===== src/rtl/cec_tx_stage.sv =====
module cec_tx_stage #(
  parameter int MAX_OPERANDS = 14,
  parameter int FLUSH_CYCLES = 3,
  parameter int AW           = 5
) (
  input  logic                      clk,
  input  logic                      rst_n,
  input  logic                      reg_wr,
  input  logic [AW-1:0]             reg_addr,
  input  logic [7:0]                reg_wdata,
  output logic [7:0]                reg_rdata,
  output logic                      tx_start,
  output logic                      tx_poll,
  output logic [7:0]                tx_header,
  output logic [7:0]                tx_opcode,
  output logic [3:0]                tx_op_cnt,
  output logic [MAX_OPERANDS*8-1:0] tx_operands,
  input  logic                      tx_done,
  input  logic [1:0]                tx_result,
  output logic                      irq,
  output logic [15:0]               la_mask
);

  localparam logic [AW-1:0] A_INIT = AW'(0);
  localparam logic [AW-1:0] A_DEST = AW'(1);
  localparam logic [AW-1:0] A_OPC  = AW'(2);
  localparam logic [AW-1:0] A_XMIT = AW'(3);
  localparam logic [AW-1:0] A_CTRL = AW'(4);
  localparam logic [AW-1:0] A_ST0  = AW'(5);
  localparam logic [AW-1:0] A_ST1  = AW'(6);
  localparam logic [AW-1:0] A_EN0  = AW'(7);
  localparam logic [AW-1:0] A_EN1  = AW'(8);
  localparam logic [AW-1:0] A_MLO  = AW'(9);
  localparam logic [AW-1:0] A_MHI  = AW'(10);
  localparam logic [AW-1:0] A_OPR  = AW'(16);
  localparam logic [AW-1:0] A_OEND = AW'(16 + MAX_OPERANDS);
  localparam int            IW     = (MAX_OPERANDS > 1) ? $clog2(MAX_OPERANDS) : 1;
  localparam int            FW     = $clog2(FLUSH_CYCLES + 1);
  localparam logic [3:0]    MAXC   = 4'(MAX_OPERANDS);

  typedef enum logic [1:0] {S_IDLE, S_START, S_WAIT} state_t;

  state_t     state;
  logic [3:0] init_q, dest_q, cnt_q;
  logic       poll_q;
  logic [7:0] opc_q, st0_q, st1_q, en0_q, en1_q, mlo_q, mhi_q;
  logic [7:0] opr_q [MAX_OPERANDS];
  logic [2:0] lim_q, used_q;
  logic [FW-1:0] fl_q;

  logic          busy, flushing, locked, flush_req, go, is_opr, in_wait;
  logic [3:0]    cnt_in;
  logic [IW-1:0] opr_idx;
  logic [7:0]    set0, set1, clr0, clr1;
  logic [AW-1:0] opr_off;

  assign busy      = (state != S_IDLE);
  assign in_wait   = (state == S_WAIT);
  assign flushing  = (fl_q != '0);
  assign locked    = busy || flushing;
  assign flush_req = reg_wr && reg_addr == A_CTRL && reg_wdata[7];
  assign go        = reg_wr && !locked &&
                     ((reg_addr == A_DEST && reg_wdata[7]) ||
                      (reg_addr == A_XMIT && reg_wdata[4]));
  assign cnt_in    = (reg_wdata[3:0] > MAXC) ? MAXC : reg_wdata[3:0];
  assign is_opr    = (reg_addr >= A_OPR) && (reg_addr < A_OEND);
  assign opr_off   = reg_addr - A_OPR;
  assign opr_idx   = opr_off[IW-1:0];
  assign clr0      = (reg_wr && reg_addr == A_ST0) ? reg_wdata : 8'h00;
  assign clr1      = (reg_wr && reg_addr == A_ST1) ? reg_wdata : 8'h00;

  always_comb begin
    set0 = 8'h00;
    set1 = 8'h00;
    if (in_wait && tx_done && !flush_req) begin
      if (tx_result == 2'd0)     set0 = 8'h24;
      else if (used_q >= lim_q)  set1 = (tx_result == 2'd1) ? 8'h01 : 8'h02;
    end
  end

  always_ff @(posedge clk or negedge rst_n) begin
    if (!rst_n) begin
      state  <= S_IDLE;
      used_q <= '0;
    end else if (flush_req) begin
      state  <= S_IDLE;
    end else begin
      case (state)
        S_IDLE:  if (go) begin state <= S_START; used_q <= '0; end
        S_START: state <= S_WAIT;
        S_WAIT:  if (tx_done) begin
          if (tx_result != 2'd0 && used_q < lim_q) begin
            used_q <= used_q + 3'd1;
            state  <= S_START;
          end else begin
            state  <= S_IDLE;
          end
        end
        default: state <= S_IDLE;
      endcase
    end
  end

  always_ff @(posedge clk or negedge rst_n) begin
    if (!rst_n) begin
      init_q <= '0;
      dest_q <= '0;
      poll_q <= 1'b0;
      opc_q  <= '0;
      cnt_q  <= '0;
      lim_q  <= '0;
      fl_q   <= '0;
      for (int i = 0; i < MAX_OPERANDS; i++) opr_q[i] <= '0;
    end else begin
      if (flush_req)     fl_q <= FW'(FLUSH_CYCLES);
      else if (flushing) fl_q <= fl_q - FW'(1);
      if (reg_wr) begin
        if (reg_addr == A_CTRL) begin
          if (!busy) lim_q <= reg_wdata[6:4];
          if (reg_wdata[7]) begin
            opc_q  <= '0;
            cnt_q  <= '0;
            poll_q <= 1'b0;
            for (int i = 0; i < MAX_OPERANDS; i++) opr_q[i] <= '0;
          end
        end else if (!locked) begin
          case (reg_addr)
            A_INIT: init_q <= reg_wdata[3:0];
            A_DEST: begin dest_q <= reg_wdata[3:0]; poll_q <= reg_wdata[7]; end
            A_OPC:  opc_q <= reg_wdata;
            A_XMIT: begin cnt_q <= cnt_in; if (reg_wdata[4]) poll_q <= 1'b0; end
            default: if (is_opr) opr_q[opr_idx] <= reg_wdata;
          endcase
        end
      end
    end
  end

  always_ff @(posedge clk or negedge rst_n) begin
    if (!rst_n) begin
      st0_q <= '0;
      st1_q <= '0;
      en0_q <= '0;
      en1_q <= '0;
      mlo_q <= '0;
      mhi_q <= '0;
    end else begin
      st0_q <= (st0_q & ~clr0) | set0;
      st1_q <= (st1_q & ~clr1) | set1;
      if (reg_wr) begin
        if (reg_addr == A_EN0) en0_q <= reg_wdata;
        if (reg_addr == A_EN1) en1_q <= reg_wdata;
        if (reg_addr == A_MLO) mlo_q <= reg_wdata;
        if (reg_addr == A_MHI) mhi_q <= reg_wdata;
      end
    end
  end

  always_comb begin
    reg_rdata = 8'h00;
    case (reg_addr)
      A_INIT: reg_rdata = {4'h0, init_q};
      A_DEST: reg_rdata = {poll_q, 3'b000, dest_q};
      A_OPC:  reg_rdata = opc_q;
      A_XMIT: reg_rdata = {4'h0, cnt_q};
      A_CTRL: reg_rdata = {flushing, lim_q, 4'h0};
      A_ST0:  reg_rdata = st0_q;
      A_ST1:  reg_rdata = st1_q;
      A_EN0:  reg_rdata = en0_q;
      A_EN1:  reg_rdata = en1_q;
      A_MLO:  reg_rdata = mlo_q;
      A_MHI:  reg_rdata = mhi_q;
      default: if (is_opr) reg_rdata = opr_q[opr_idx];
    endcase
  end

  generate
    for (genvar g = 0; g < MAX_OPERANDS; g++) begin : g_opr
      assign tx_operands[g*8 +: 8] = opr_q[g];
    end
  endgenerate

  assign tx_start  = (state == S_START);
  assign tx_poll   = poll_q;
  assign tx_header = {init_q, dest_q};
  assign tx_opcode = opc_q;
  assign tx_op_cnt = cnt_q;
  assign irq       = |(st0_q & en0_q) || |(st1_q & en1_q);
  assign la_mask   = {mhi_q, mlo_q};

endmodule



===== config.mk =====
export PLATFORM = sky130hd
export DESIGN_NAME = cec_tx_stage
export DESIGN_NICKNAME = d
export VERILOG_FILES = /design/src/rtl/cec_tx_stage.sv
export SDC_FILE = /design/constraint.sdc
export NUM_CORES = 1
export LEC_CHECK = 0
export BUFFER_PORTS_ARGS = -buffer_cell sky130_fd_sc_hd__clkbuf_2
export CELL_PAD_IN_SITES_DETAIL_PLACEMENT = 0
export CELL_PAD_IN_SITES_GLOBAL_PLACEMENT = 1
export CORE_AREA = 10 10 190 227
export DETAILED_ROUTE_END_ITERATION = 12
export DIE_AREA = 0 0 200 237
export PLACE_DENSITY_LB_ADDON = 0.25
export SKIP_LAST_GASP = 1
export SLEW_MARGIN = 15
export SYNTH_ARGS = -nofsm -noshare
export SYNTH_HDL_FRONTEND = slang
export SYNTH_SLANG_ARGS = --single-unit

===== constraint.sdc =====
create_clock -name clk -period 2 [get_ports clk]
set_input_delay 0 -clock clk [delete_from_list [all_inputs] [get_ports clk]]
set_output_delay 0 -clock clk [all_outputs]
set_load 0.02 [all_outputs]

==> flow_summary_export.csv <==
group,metric,value,unit
power_and_ir_drop,comb_power_share,29.7,%
floorplanning,core_region_area,38600,um2
worst_setup_path,critical_path_buf_inv_count,1,
run,drv_cap,0,
cells_and_area,nNetsFinal,1201,
synthesis,synth-async-reset-ratio,100,%
synthesis,avgSynthCellArea,9.97,um2
power_and_ir_drop,powerDensity,1040,nW/um2
synthesis,synth_flop_cell,"dfrtp_1",
floorplanning,rows,79,
place,dpl.hpwl,29500,um
routing,antenna_left,0,
power_and_ir_drop,seqPwrFrac,43.0,%
clock_tree,clk_path_buf_depth,2,
synthesis,syn_nets,978,
routing,dr.pass1.iters,5,
worst_setup_path,crit_fanout,3,
place,io_buffers,177,
place,pre_cts_ws,6.19,ps
hold_path,hold_class,"in -> reg",
cells_and_area,layout_commonest_cell,"nand2_1",
clock_tree,cts_made_buffers,17,
power_and_ir_drop,total_power,12.8,mW
worst_setup_path,crit_path_end_kind,"output pin",
clock_tree,ctsHtreeMaxLevel,4,
power_and_ir_drop,peakVddDrop,0.000565,V
cells_and_area,areaGrowthSynthToFinish,29.3,%
clock_tree,cts_tree,"built",
timing,fmax,474,MHz
timing,skew,14.9,ps
worst_setup_path,path_cells,"mux4_2, o22ai_1, o311ai_2, clkbuf_2",
floorplanning,die_y,237,um
worst_setup_path,worst_path_max_delay_cell,"mux4_2",
routing,post-route-drc-count,0,
routing,drt_wl_total,40100,um
synthesis,synth-seq-cells,191,
clock_tree,clk_pin_slew_worst_paths,80,ps
global_route,grtUsageTotal,16.9,%
timing,layout_setup_ws,-110,ps
timing,finalSetupViolCount,6,
synthesis,synth_edf_count,0,
worst_setup_path,critical_path_required,2000,ps
synthesis,ys_types,71,
global_route,grt_pass1_wl,58900,um
clock_tree,root_buffer,"clkbuf_16",
timing,tightest_slew,842,ps
power_and_ir_drop,pwr-share-clk,27.3,%
floorplanning,die-area,47400,um2
power_and_ir_drop,leakage,5.64,nW
run_status,failed_checks,"setup timing",
run_status,status,"finished with violations",
floorplanning,ioPinCount,178,
cells_and_area,antennaDiodeCount,0,
timing,fin_crit,2110,ps
routing,wl_per_cell,23.4,um
place,placed_cell_area,11200,um2
global_route,grt_antenna_before_repair,2,
timing,max-slew-margin-rel,43.8,%
timing,rsz0062_at_grt,"true",
timing,finalSetupTns,-443,ps
synthesis,yosysSeqAreaShare,50.3,%
floorplanning,die_w,200,um
routing,avgViaCountPerCell,4.74,
global_route,grt_remaining_overflow,0,
place,gp_congestion,0.876,
power_and_ir_drop,internal_power,8.02,mW
timing,fin_crit_sh,106,%
worst_setup_path,cp_slowest_stage_delay,500,ps
worst_setup_path,start_kind,"flop",
routing,num_vias,8126,
global_route,grt_pass1_vias,8327,
global_route,grt_max_degree,72,
floorplanning,start_util,24.6,%
synthesis,synth_area,9510,um2
timing,slew_violations,0,
synthesis,synthCells,954,
worst_setup_path,critPathTopFamily,"multiplexers",
timing,hold_viol_final,0,
routing,drtIter0Drc,631,
power_and_ir_drop,sw_frac_of_total,37.4,%
power_and_ir_drop,p_switching,4.78,mW
cells_and_area,layout_common_cells,"nand2_1 (254), dfrtp_1 (185), clkbuf_2 (170)",
worst_setup_path,cp.arrival,2110,ps
cells_and_area,final_area,12300,um2
synthesis,yosysWarnings,0,
worst_setup_path,critPathKind,"reg -> out",
clock_tree,clock_sinks,191,
cells_and_area,layout-drive-gt1-share,35.2,%
clock_tree,clk_latency,450,ps
==> synthesized netlist by cell type, types with 5 or more instances <==
| cell | n | area, um2 |
|---|---|---|
| nand2b_1 | 10 | 62.6 |
| nor2_1 | 30 | 113 |
| nand3_1 | 13 | 65.1 |
| a221oi_1 | 13 | 114 |
| ha_1 | 5 | 62.6 |
| a22o_1 | 12 | 105 |
| clkbuf_1 | 15 | 56.3 |
| a21boi_0 | 12 | 90.1 |
| o21ai_0 | 122 | 611 |
| buf_2 | 43 | 215 |
| nand2_1 | 254 | 953 |
| mux4_2 | 21 | 473 |
| buf_4 | 9 | 67.6 |
| inv_1 | 11 | 41.3 |
| mux2_2 | 46 | 518 |
| and3_1 | 7 | 43.8 |
| nor2b_1 | 5 | 31.3 |
| a21oi_1 | 11 | 55.1 |
| nor2_2 | 5 | 31.3 |
| a22oi_1 | 6 | 45.0 |
| nand4_1 | 6 | 37.5 |
| dfrtp_1 | 191 | 4780 |
| o22ai_1 | 5 | 31.3 |
| mux2i_1 | 21 | 210 |
==> repair_timing <==
item | CTS | global route
hold buffers | 5 | 0
gates resized for setup | 25 | 19
setup endpoints to repair | 8 | 36
setup buffers | 17 | 15
pin swaps | 10 | 3
hold endpoints to repair | 70 | 0
==> per-stage QoR <==
step | utilization [%] | hold slack, ps | cells
2_1_floorplan | - | -296 | 954
3_3_place_gp | 29.1 | 111 | 1647
3_5_place_dp | 29.1 | 84.7 | 1647
4_1_cts | 31.3 | 122 | 1699
5_1_grt | 31.8 | 162 | 1714
6_report | 31.8 | 136 | 1714
==> layer usage <==
| layer | GRT usage [%] | up-vias | routed length (um) |
|---|---|---|---|
| li1 | - | 3800 | - |
| met1 | 21.7 | 3989 | 17200 |
| met2 | 27.2 | 285 | 19300 |
| met3 | 4.26 | 48 | 2600 |
| met4 | 5.40 | 4 | 958 |
| met5 | 0 | - | 34 |
==> power groups by stage <==
| stage | Combinational, mW | Sequential (mW) | Clock [mW] |
|---|---|---|---|
| 2_1_floorplan | 1.32 | 5.99 | 0 |
| 3_3_place_gp | 3.48 | 5.63 | 0 |
| 3_5_place_dp | 3.53 | 5.63 | 0 |
| 4_1_cts | 3.74 | 5.53 | 3.58 |
| 5_1_grt | 4.15 | 5.60 | 3.73 |
| 6_report | 3.80 | 5.50 | 3.49 |
==> flip-flops by register name, indices dropped and copies added (netlist names), 3 cells and up <==
signal,flops
tx_operands,112
en0_q,8
en1_q,8
mhi_q,8
mlo_q,8
st0_q,8
st1_q,8
tx_opcode,8
dest_q,4
init_q,4
tx_op_cnt,4
lim_q,3
used_q,3
==> worst min-delay path: cells and delay by family <==
kind / cells / cell delay, ps
AOI/OAI and AO/OA: 1 / 70
buffers and inverters: 2 / 390
and+or+nand+nor: 1 / 90
==> cell families after synthesis <==
group	after synthesis	synth area share [%]
multiplexers	90	12.9
AND/OR/NAND/NOR	365	17.1
AO/OA/AOI/OAI	219	14.5
flip-flops	191	50.3
adder cells (fa/ha/maj)	5	0.658
buffers and inverters	83	4.43
XOR/XNOR	1	0.0921
==> final timing paths <==
| check | start | to | slack, ps | cells past startpoint |
|---|---|---|---|---|
| min in group asynchronous | rst_n | lim_q[0] | 160 | 2 |
| setup / recovery | tx_operands[30] | reg_rdata[6] | -110 | 4 |
| hold / removal | reg_wdata[4] | tx_operands[76] | 140 | 4 |
| setup reg to reg | fl_q[0] | tx_poll | 140 | 6 |
| hold reg to reg | lim_q[2] | lim_q[2] | 510 | 1 |
| max in group asynchronous | rst_n | tx_operands[33] | 1120 | 3 |
==> area by class of cell <==
cell class | count | area, um2
flip-flops and latches | 191 | 4790
clock buffers | 20 | 447
well taps | 526 | 658
clock inverters | 10 | 129
inverters | 12 | 45.0
repair buffers | 275 | 1770
multi-input cells | 680 | 4460
fillers | 4095 | 26400
No activity file was read; power rests on OpenSTA's default activity.
